==> src/rtl/bcd2_counter.sv <==
module bcd2_counter (
  input  logic       clk,
  input  logic       clr,
  input  logic       en,
  output logic [3:0] ones,
  output logic [3:0] tens
);

  logic ones_at_nine;
  logic tens_at_nine;
  logic tens_step;

  assign ones_at_nine = ones[3] & ones[0];
  assign tens_at_nine = tens[3] & tens[0];
  assign tens_step    = en & ones_at_nine;

  always_ff @(posedge clk) begin
    if (clr)
      ones <= 4'd0;
    else if (en)
      ones <= ones_at_nine ? 4'd0 : ones + 4'd1;
  end

  always_ff @(posedge clk) begin
    if (clr)
      tens <= 4'd0;
    else if (tens_step)
      tens <= tens_at_nine ? 4'd0 : tens + 4'd1;
  end

endmodule

==> config.mk <==
export PLATFORM = sky130hd
export DESIGN_NAME = bcd2_counter
export DESIGN_NICKNAME = d
export VERILOG_FILES = /design/src/rtl/bcd2_counter.sv
export SDC_FILE = /design/constraint.sdc
export NUM_CORES = 1
export LEC_CHECK = 0
export CORE_AREA = 2 2 39 41
export CTS_CLUSTER_DIAMETER = 50
export DETAILED_ROUTE_END_ITERATION = 7
export DIE_AREA = 0 0 41 43
export GPL_ROUTABILITY_DRIVEN = 0
export PLACE_DENSITY_LB_ADDON = 0.15
export SYNTH_ARGS = -nofsm -noshare
export SYNTH_HDL_FRONTEND = slang
export SYNTH_SLANG_ARGS = --single-unit
==> constraint.sdc <==
create_clock -name clk -period 1.6 [get_ports clk]
set_clock_uncertainty 0.1 [all_clocks]
set_input_delay 0.32 -clock clk [delete_from_list [all_inputs] [get_ports clk]]
set_output_delay 0.32 -clock clk [all_outputs]
set_load 0.01 [all_outputs]
==> results by group <==
Finish
  • Most frequent cells in the layout: 7 x dfxtp_1, 6 x dlygate4sd2_1, 5 x nor2_1
  • # diodes: 0
  • Layout cells sized above 1: between 15 and 20%
  • Commonest non-fill, non-tap cell in the layout: dfxtp_1
  • Final #Nets: 59
  • Area Growth Syn to Fin: 35.0%

Global routing
  • Largest net degree at the start of global routing: 8
  • First-pass GRT wire length: 1240 µm
  • Initial antenna violation count: 0
  • Vias in the first global route: 274
  • Global router's overall resource usage: a little under an eighth
  • Grt ovf: 0

Clock tree
  • Max clock buf depth: 2
  • Clock Latency Late Sink: 0.25 ns
  • CTS Buf Count: 3
  • Root Driver: clkbuf_4
  • H-Tree Depth: 1
  • CTS tree: built
  • Clk pin slew, worst setup/hold paths: roughly 0.06 ns
  • CTS Sinks: 8
  • Post-CTS Setup Inserts: 0

Pwr
  • Maximum VDD drop: 0.000288 V
  • P_leak: 0.257 nW
  • PwrDens: a little under 800 nW/µm²
  • Sequential power share: 52.6%
  • Internal Power: 312 µW
  • Switching pwr: 94.5 µW
  • Clock power frac: 38.4%
  • Sw Ratio: a little under a quarter
  • Combinational share of power: ~9.0%
  • Final Power: 406 µW

Floorplanning
  • Starting density of the core: 27.9%
  • Die width: between 40 and 50 µm
  • Die Footprint: approximately 1800 µm²
  • Die height: 43 µm
  • Core area: 1380 µm²
  • Row Count: 14
  • I/O pins: 11

STA
  • Final setup violation count: 0
  • Total Neg Setup Slack: 0 ns
  • RSZ-0062 raised after global routing: false
  • Tcrit/Tclk final: 94.9%
  • Final Hold Fails: 0
  • Pin slew with the least headroom to its limit: ~0.21 ns
  • Final min period: 1.52 ns
  • Slew HR: between 80 and 90%
  • Min Hold Slack: 0.417 ns
  • F_max: ~660 MHz
  • Final Slew Violations: 0

Drt
  • DRT antenna net count: 0
  • Drt pass-1 iters: 2
  • Routed via count: between 300 and 400
  • Routed wire length on met2: 353 µm
  • Top routing layer in use: met3
  • Avg WL per Cell: about 11 µm
  • Via density per instance: 4.47
  • Initial DRC count: 5
  • Post-route DRC: 0
  • Wire length on met3: between 40 and 50 µm
  • Met1 WL: 372 µm
  • DRT Wirelength: just under 800 µm

Min path
  • Worst Hold Class: flip-flop to flip-flop

Synth
  • Synth top area share: 41.4%
  • Register area share after synthesis: between 40% and 50%
  • Synth Area in XOR/XNOR: 6.80%
  • Synthesized area per cell: 9.91 µm²
  • Cell Area, Synth: approximately 390 µm²
  • Seq cells post-synth: 8
  • Synth Area in Adders: about 6.5%
  • Simple-Gate Fraction of Synth Area: 21.7%
  • Synth unique cells: 20
  • Synth warnings: 0
  • Compound-Gate Fraction of Synth Area: between 10% and 20%
  • Main combinational cell family by area after synthesis: simple AND/OR/NAND/NOR gates
  • Mux cell area share after synthesis: 5.18%
  • Syn_nets: 44
  • Synth top area cells: dfxtp_1 41%, ha_1 6.5%, buf_6 5.8%
  • Gate Count Post-Synth: 39
  • Area leader, netlist: dfxtp_1

Critical path
  • CP Max Fanout: 2
  • Nature of the critical path startpoint: flip-flop
  • Reg2Reg Setup Slack: 0.35 ns
  • Slowest CP cell: clkdlybuf4s50_1
  • Required time worst endpoint: roughly 1.2 ns
  • CP max stage delay: 0.53 ns
  • Crit. End Element: primary output
  • Worst path buffer plus inverter count: 1
  • Crit Path Category: flip-flop to primary output
  • Critical path, cell by cell: clkdlybuf4s50_1
  • Critical path's top delay family: buffers and inverters
  • Data arrival, critical path: around 1.1 ns

Placement
  • # port buffers: 10
  • Detailed placement HPWL: 557 µm

Outcome
  • Status: finished clean

Run
  • Max-cap violations: 0
power groups by stage:
stage          combinational, mW  sequential [mW]  clock [mW]
3_3_place_gp              0.0390            0.217           0
5_1_grt                   0.0404            0.215       0.177
3_5_place_dp              0.0400            0.218           0
2_1_floorplan             0.0187            0.218           0
6_report                  0.0365            0.214       0.156
4_1_cts                   0.0370            0.214       0.165
worst paths after layout:
kind / startpoint / to / depth (start not counted)
min reg2reg: tens[3]$_SDFFE_PP0P_ / tens[3]$_SDFFE_PP0P_ / 2
max: tens[0]$_SDFFE_PP0P_ / tens[0] / 1
max reg2reg: tens[0]$_SDFFE_PP0P_ / tens[1]$_SDFFE_PP0P_ / 5
min: tens[3]$_SDFFE_PP0P_ / tens[3]$_SDFFE_PP0P_ / 2
final cells by class:
type                            instances  area [µm²]
Fill cell                             140         862
Multi-Input combinational cell         28         200
Sequential cell                         8         161
Clock buffer                            3        22.5
Tap cell                               16        20.0
Timing Repair Buffer                   13         118
routing by layer:
metal  track usage, %  vias to the layer above
met2             14.4                        8
met3             4.71                        0
met4             8.00                        0
met1             14.6                      130
met5                0                        -
li1                 -                      166
metrics by stage:
stage          instances  setup slack (ns)  area (µm²)  utilization, %
2_1_floorplan         39             0.340         387               -
5_1_grt               68            0.0301         522            37.7
4_1_cts               68            0.0131         519            37.5
3_3_place_gp          65            0.0437         503            36.3
3_5_place_dp          65            0.0259         503            36.3
6_report              68            0.0814         522            37.7
cells in the mapped netlist:
cell and count:
nor3_1 2, a21boi_0 1, xnor2_1 2, and3_4 1, and4b_2 1, nand4_1 1, or3_1 1, clkbuf_1 1
a22oi_1 1, o211a_1 1, mux2i_1 2, nand3_1 1, xor2_1 1, nor2_1 5, a21oi_1 1, ha_1 2
buf_6 2, nand2_1 4, dfxtp_1 8, a311oi_2 1
cell families after synthesis:
family          Yosys count
fa+ha+maj                 2
flops                     8
compound gates            5
mux                       2
buf+inv                   3
xor+xnor                  3
simple gates             16
worst min-delay path: stages, from the launching register on:
cell,delay (ns)
dfxtp_1,0.35
nand2_1,0.07
a21oi_1,0.05
what timing repair did:
action / CTS / global route
setup endpoints to repair: 6 / 1
gates resized for setup: 7 / 1
gates cloned: 0 / 0
hold buffers: 0 / 0
sequential cells by signal (all words and copies together) (netlist names):
name,cells
ones,4
tens,4
Power figures use the tool's default switching activity.
